`src/rtl/frame_pkg.sv`:
```
package frame_pkg;
    localparam int REQ_BITS   = 14;
    localparam int RSP_BITS   = 7;
    localparam int ADDR_W     = 5;
    localparam int INFO_W     = 5;
    localparam int RSP_INFO_W = 4;
    localparam int CNT_W      = $clog2(REQ_BITS);

    localparam logic [ADDR_W-1:0] BCAST_ADDR       = '0;
    localparam logic [INFO_W-1:0] BCAST_RESET_INFO = 5'b10101;
    // compared against {I4, I2, I1, I0}; I3 is left out
    localparam logic [3:0]        SLAVE_RESET_KEY  = 4'b1100;

    typedef enum logic [1:0] {
        ST_IDLE,
        ST_RECV,
        ST_REPLY
    } dec_state_t;

    typedef struct packed {
        logic ok;
        logic data;
        logic param;
        logic cmd;
        logic rst_req;
        logic reply;
    } decode_t;
endpackage

```
`src/rtl/req_shifter.sv`:
```
module req_shifter #(
    parameter int W = frame_pkg::REQ_BITS - 1
) (
    input  logic         clk,
    input  logic         rst_n,
    input  logic         load,
    input  logic         shift,
    input  logic         bit_in,
    output logic [W-1:0] sh
);
    always_ff @(posedge clk or negedge rst_n) begin
        if (!rst_n) begin
            sh <= '0;
        end else if (load) begin
            sh <= {{(W-1){1'b0}}, bit_in};
        end else if (shift) begin
            sh <= {sh[W-2:0], bit_in};
        end
    end
endmodule

```
`src/rtl/req_decode.sv`:
```
module req_decode
    import frame_pkg::*;
(
    input  logic [REQ_BITS-1:0] frame,
    input  logic [ADDR_W-1:0]   my_addr,
    input  logic                my_sel,
    input  logic                ext_mode,
    output decode_t             dec
);
    logic              ctl;
    logic [ADDR_W-1:0] addr;
    logic [INFO_W-1:0] info;
    logic              sel_ok;
    logic              hit;
    logic              bcast;

    assign ctl  = frame[12];
    assign addr = frame[11:7];
    assign info = frame[6:2];

    always_comb begin
        dec.ok    = !frame[REQ_BITS-1] && frame[0] && !(^frame[REQ_BITS-2:1]);
        sel_ok    = !ext_mode || (info[3] == my_sel);
        hit       = dec.ok && (my_addr != '0) && (addr == my_addr) && sel_ok;
        bcast     = dec.ok && ctl && (addr == BCAST_ADDR) && (info == BCAST_RESET_INFO);
        dec.data  = hit && !ctl && !info[4];
        dec.param = hit && !ctl && info[4];
        dec.cmd   = hit && ctl;
        dec.rst_req = bcast ||
                      (dec.cmd && ({info[4], info[2:0]} == SLAVE_RESET_KEY));
        dec.reply = hit;
    end
endmodule

```
`src/rtl/reply_ser.sv`:
```
module reply_ser
    import frame_pkg::*;
#(
    parameter int BIT_CLKS = 32
) (
    input  logic                  clk,
    input  logic                  rst_n,
    input  logic                  start,
    input  logic [RSP_INFO_W-1:0] info,
    output logic                  tx_bit,
    output logic                  busy,
    output logic                  last
);
    localparam int CW = (BIT_CLKS > 1) ? $clog2(BIT_CLKS) : 1;
    localparam int BW = $clog2(RSP_BITS);

    logic [RSP_BITS-1:0] word;
    logic [CW-1:0]       cnt;
    logic [BW-1:0]       bitn;
    logic                slot_end;

    assign slot_end = (cnt == CW'(BIT_CLKS - 1));
    assign last     = busy && slot_end && (bitn == BW'(RSP_BITS - 1));
    assign tx_bit   = busy ? word[RSP_BITS-1] : 1'b1;

    always_ff @(posedge clk or negedge rst_n) begin
        if (!rst_n) begin
            word <= '1;
            cnt  <= '0;
            bitn <= '0;
            busy <= 1'b0;
        end else if (start) begin
            word <= {1'b0, info, ^info, 1'b1};
            cnt  <= '0;
            bitn <= '0;
            busy <= 1'b1;
        end else if (busy) begin
            if (slot_end) begin
                cnt <= '0;
                if (last) begin
                    busy <= 1'b0;
                end else begin
                    bitn <= bitn + 1'b1;
                    word <= {word[RSP_BITS-2:0], 1'b1};
                end
            end else begin
                cnt <= cnt + 1'b1;
            end
        end
    end

    a_r11_start_low: assert property (@(posedge clk) disable iff (!rst_n)
        $rose(busy) |-> !tx_bit);
    a_r11_end_high: assert property (@(posedge clk) disable iff (!rst_n)
        $fell(busy) |-> $past(tx_bit));
endmodule

```
`src/rtl/req_frame_decoder.sv`:
```
module req_frame_decoder
    import frame_pkg::*;
#(
    parameter int BIT_CLKS = 32
) (
    input  logic                  clk,
    input  logic                  rst_n,
    input  logic                  rx_valid,
    input  logic                  rx_bit,
    input  logic [ADDR_W-1:0]     my_addr,
    input  logic                  my_sel,
    input  logic                  ext_mode,
    input  logic [RSP_INFO_W-1:0] resp_info,
    output logic                  data_call,
    output logic                  param_call,
    output logic                  cmd_call,
    output logic                  soft_reset,
    output logic [INFO_W-1:0]     req_info,
    output logic                  tx_bit,
    output logic                  tx_active
);
    dec_state_t            state, state_nx;
    logic [CNT_W-1:0]      bit_cnt;
    logic [REQ_BITS-2:0]   sh;
    logic [REQ_BITS-1:0]   frame;
    decode_t               dec;
    logic                  start_seen, last_rx, accept, take_any, ser_last;

    assign start_seen = (state == ST_IDLE) && rx_valid && !rx_bit;
    assign last_rx    = (state == ST_RECV) && rx_valid && (bit_cnt == CNT_W'(REQ_BITS - 1));
    assign frame      = {sh, rx_bit};
    assign accept     = last_rx && dec.ok;
    assign take_any   = accept && (dec.reply || dec.rst_req);

    req_shifter #(.W(REQ_BITS - 1)) u_shift (
        .clk   (clk),
        .rst_n (rst_n),
        .load  (start_seen),
        .shift ((state == ST_RECV) && rx_valid),
        .bit_in(rx_bit),
        .sh    (sh)
    );

    req_decode u_dec (
        .frame   (frame),
        .my_addr (my_addr),
        .my_sel  (my_sel),
        .ext_mode(ext_mode),
        .dec     (dec)
    );

    reply_ser #(.BIT_CLKS(BIT_CLKS)) u_ser (
        .clk   (clk),
        .rst_n (rst_n),
        .start (accept && dec.reply),
        .info  (resp_info),
        .tx_bit(tx_bit),
        .busy  (tx_active),
        .last  (ser_last)
    );

    always_comb begin
        state_nx = state;
        unique case (state)
            ST_IDLE:  if (start_seen) state_nx = ST_RECV;
            ST_RECV:  if (last_rx) state_nx = (accept && dec.reply) ? ST_REPLY : ST_IDLE;
            ST_REPLY: if (ser_last) state_nx = ST_IDLE;
            default:  state_nx = ST_IDLE;
        endcase
    end

    always_ff @(posedge clk or negedge rst_n) begin
        if (!rst_n) state <= ST_IDLE;
        else        state <= state_nx;
    end

    always_ff @(posedge clk or negedge rst_n) begin
        if (!rst_n) begin
            bit_cnt    <= '0;
            data_call  <= 1'b0;
            param_call <= 1'b0;
            cmd_call   <= 1'b0;
            soft_reset <= 1'b0;
            req_info   <= '0;
        end else begin
            data_call  <= accept && dec.data;
            param_call <= accept && dec.param;
            cmd_call   <= accept && dec.cmd;
            soft_reset <= accept && dec.rst_req;
            if (take_any) req_info <= frame[6:2];
            if (start_seen)                          bit_cnt <= CNT_W'(1);
            else if (last_rx)                        bit_cnt <= '0;
            else if ((state == ST_RECV) && rx_valid) bit_cnt <= bit_cnt + 1'b1;
        end
    end

    a_r7_one_flag: assert property (@(posedge clk) disable iff (!rst_n)
        $onehot0({data_call, param_call, cmd_call}));
    a_r7_data_pulse: assert property (@(posedge clk) disable iff (!rst_n)
        data_call |=> !data_call);
    a_r11_flag_reply: assert property (@(posedge clk) disable iff (!rst_n)
        (data_call || param_call || cmd_call) |-> tx_active);
    a_r10_bcast_silent: assert property (@(posedge clk) disable iff (!rst_n)
        (soft_reset && !cmd_call) |-> !tx_active);
    a_r6_zero_addr: assert property (@(posedge clk) disable iff (!rst_n)
        ($past(my_addr) == '0) |-> !(data_call || param_call || cmd_call));
    a_r12_reply_to_idle: assert property (@(posedge clk) disable iff (!rst_n)
        (state == ST_REPLY) |=> (state != ST_RECV));
endmodule

```
`config.mk`:
```
export PLATFORM = sky130hd
export DESIGN_NAME = req_frame_decoder
export DESIGN_NICKNAME = d
export VERILOG_FILES = /design/src/rtl/frame_pkg.sv /design/src/rtl/req_shifter.sv /design/src/rtl/req_decode.sv /design/src/rtl/reply_ser.sv /design/src/rtl/req_frame_decoder.sv
export SDC_FILE = /design/constraint.sdc
export NUM_CORES = 1
export LEC_CHECK = 0
export BUFFER_PORTS_ARGS = -buffer_cell sky130_fd_sc_hd__buf_2
export CAP_MARGIN = 10
export CORE_UTILIZATION = 35
export DETAILED_ROUTE_END_ITERATION = 6
export GPL_ROUTABILITY_DRIVEN = 0
export PLACE_DENSITY = 0.6
export SETUP_SLACK_MARGIN = 0.5
export SYNTH_ARGS = -nofsm -noshare
export SYNTH_HDL_FRONTEND = slang
export SYNTH_SLANG_ARGS = --single-unit
export TNS_END_PERCENT = 1
```
`constraint.sdc`:
```
create_clock -name clk -period 3.2 [get_ports clk]
set_input_delay 0.64 -clock clk [delete_from_list [all_inputs] [get_ports clk]]
set_output_delay 0.64 -clock clk [all_outputs]
set_load 0.02 [all_outputs]
```
==> flow_summary.ini <==
[cts]
cts_max_path_buffers = 2
clkTransAtPathRegs_ps = 80
clock-sinks = 43
h-tree-depth = 2
cts_buffers = 5
worstSkewPairLatency_ps = 290
cts_hold_buf = 0
cts-root-buf = clkbuf_8
cts_tree = yes

[finish]
drive_gt1_share_pct = 26.4
fin_nets = 261
diodes = 0
instances_no_fill = 314
area_growth_pct = 17.1

[floorplanning]
die_w_microns = 80.6
coreArea_sq_um = 5960
start_util_pct = 36.3
dieHeight_microns = 80.6
die_area_sq_um = 6500
io_pins = 26
rows = 28

[global_routing]
grt_pass1_vias = 1461
grt_pass1_wl_mm = 7.16
grt_max_degree = 44
grt_antenna_before_repair = 0
track_usage_pct = 14.4
gr-total-overflow = 0

[pwr]
p_sw_share_pct = 36.1
peakVddDrop_mv = 0.338
p_clk_share_pct = 22.0
p_leak_nw = 1.17
combPwrFrac_pct = 34.9
p_total_mw = 1.99
internal_power_mw = 1.27
power_per_cell_area_nw_per_um2 = 786
p_seq_share_pct = 43.1
switchingPower_uw = 718

[sta]
tns_ps = 0
hold_viol = 0
period_needed_ps = 2510
skew_ps = 2.97
rsz0062_at_grt = true
report.final.slew_viol_count = 0
maxSlewHeadroom_pct = 36.4
setup_violations = 0
max_slew.worst_pin.slew_ps = 954
max_freq_mhz = 398
period_share_pct = 78.5

[route]
wl_mm = 4.15
ant_nets = 0
drt-wirelength-per-cell_microns = 13.2
vias = 1540
first_iter_violations = 70
vias_per_cell = 4.90
dr.pass1.iters = 4
drc_errors = 0

[worst_setup_path]
worstSetupStartpointType = flip-flop
worst-endpoint-arrival_ps = 2690
cp_max_fo = 5
endpoint_kind = flip-flop
crit_type = flip-flop to flip-flop
critPathRequiredTime_ps = 3380
rrSetupSlack_ps = 690

[synthesis]
syn_inst = 205
seq_area_frac_synth_pct = 50.1
synthesis.nets = 228
synth_seq_cells = 43
yosysWarnings = 0
postSynthAreaPerCell_sq_um = 10.6
syn_area_sq_um = 2160
yosysUniqueCellTypes = 36

[place]
dp.cells = 303
io_buffer_count = 25
hpwl_mm = 2.93

[status]
status = complete, no violations

[flow_run]
maxCapViolations = 0

[min_path]
hp-class = input pin to asynchronous set/reset pin
==> per-layer routing <==
layer,up-vias,track usage (%),share of wire (%)
met5,-,0,0
met1,743,19.4,50
met2,26,22.7,45
met3,7,3.75,3.3
met4,0,4.29,1.2
li1,764,-,-
==> registers in the layout (all words and copies together) (netlist names), 2 cells and up <==
register    count
req_info        5
u_ser.bitn      3
u_ser.cnt       5
state           2
bit_cnt         4
u_shift.sh     13
u_ser.word      6
==> synthesized netlist by cell type <==
library cell,number,area (sq um)
clkbuf_1,5,18.8
buf_4,1,7.51
nor4_1,4,25.0
nor2_1,11,41.3
nor3b_1,1,7.51
dfrtp_1,37,926
o21ai_0,2,10.0
and4b_1,1,10.0
mux2i_1,4,40.0
dfstp_2,6,158
nand4b_1,1,8.76
a21o_1,1,7.51
nor3_4,1,16.3
and3_1,1,6.26
xnor3_1,1,22.5
nand3_1,3,15.0
inv_1,10,37.5
xnor2_1,10,87.6
nand2_1,32,120
nand3b_1,1,7.51
nor3_1,9,45.0
and3b_1,1,8.76
o31a_1,1,8.76
nand2b_1,2,12.5
o21bai_1,1,7.51
or3b_1,1,8.76
xor2_1,11,96.3
ha_1,8,100
o211ai_1,1,7.51
mux2_2,13,146
a22oi_4,1,21.3
a221oi_1,1,8.76
a21oi_1,17,85.1
and2_1,2,12.5
a31o_2,1,8.76
nand4_1,2,12.5
==> stage by stage <==
step	hold WS [ps]	worst slack (ps)	util, %	cell area, sq um
6_report	487	689	42.5	2530
5_1_grt	540	498	42.5	2530
4_1_cts	515	689	42.1	2510
3_5_place_dp	497	696	40.2	2390
3_3_place_gp	490	740	40.2	2390
2_1_floorplan	344	872	-	2160
==> path summary, 6_finish.rpt <==
| check | from | end | depth (start not counted) |
|---|---|---|---|
| min in group clk | req_info[3] | req_info[3] | 1 |
| worst max-delay path | u_shift.sh[8] | req_info[1] | 7 |
| worst max register to register | u_shift.sh[8] | req_info[1] | 7 |
| worst min register to register | req_info[3] | req_info[3] | 1 |
| max in group asynchronous | rst_n | u_ser.cnt[0] | 1 |
| worst min-delay path | rst_n | u_ser.cnt[2] | 1 |
==> area by class of cell <==
| cell class | count | area [sq um] |
|---|---|---|
| fill | 587 | 3420 |
| sequential | 43 | 1080 |
| multi-input combinational | 146 | 1020 |
| timing repair buffer | 32 | 178 |
| tap | 75 | 93.8 |
| clock buffer | 6 | 82.6 |
| inverter | 10 | 37.5 |
| clock inverter | 2 | 35.0 |
==> power groups by stage <==
stage / registers [mW] / clock network (mW) / logic, mW
after CTS: 0.859 / 0.453 / 0.696
after floorplan: 0.815 / 0 / 0.577
after detailed placement: 0.868 / 0 / 0.695
after global placement: 0.865 / 0 / 0.676
after global routing: 0.884 / 0.471 / 0.810
final: 0.858 / 0.438 / 0.695
==> cells by family after synthesis <==
group                      Yosys count  share of synthesized area, %
muxes                               17                          8.62
DFF                                 43                          50.1
xor gates and xnor gates            22                          9.54
buffers and inverters               16                          2.95
AOI/OAI and AO/OA                   26                          7.64
and+or+nand+nor                     73                          16.5
adders and majority gates            8                          4.63
==> timing repair <==
item,in CTS,in global routing
endpoints found under the setup margin,0,15
buffers inserted,0,3
endpoints found under the hold margin,0,0
resized for setup,0,0
==> critical path: stages (launching register included) <==
cell     delay [ps]
dfrtp_1         400
inv_1            60
ha_1            300
xnor2_1         220
xnor3_1         390
or3b_1          430
a22oi_4         230
mux2_2          360
==> layout by cell type (no fill, tap or decap), drive strengths merged, types with 2 or more instances in the layout <==
cell    count
a21oi      17
and2        2
buf        32
clkbuf      6
dfrtp      37
dfstp       6
ha          8
inv        10
mux2       13
mux2i       4
nand2      32
nand2b      2
nand3       3
nand4       2
nor2       11
nor3       10
nor4        4
o21ai       2
xnor2      10
xor2       11
Note: power is estimated with default switching activity, not from simulation.
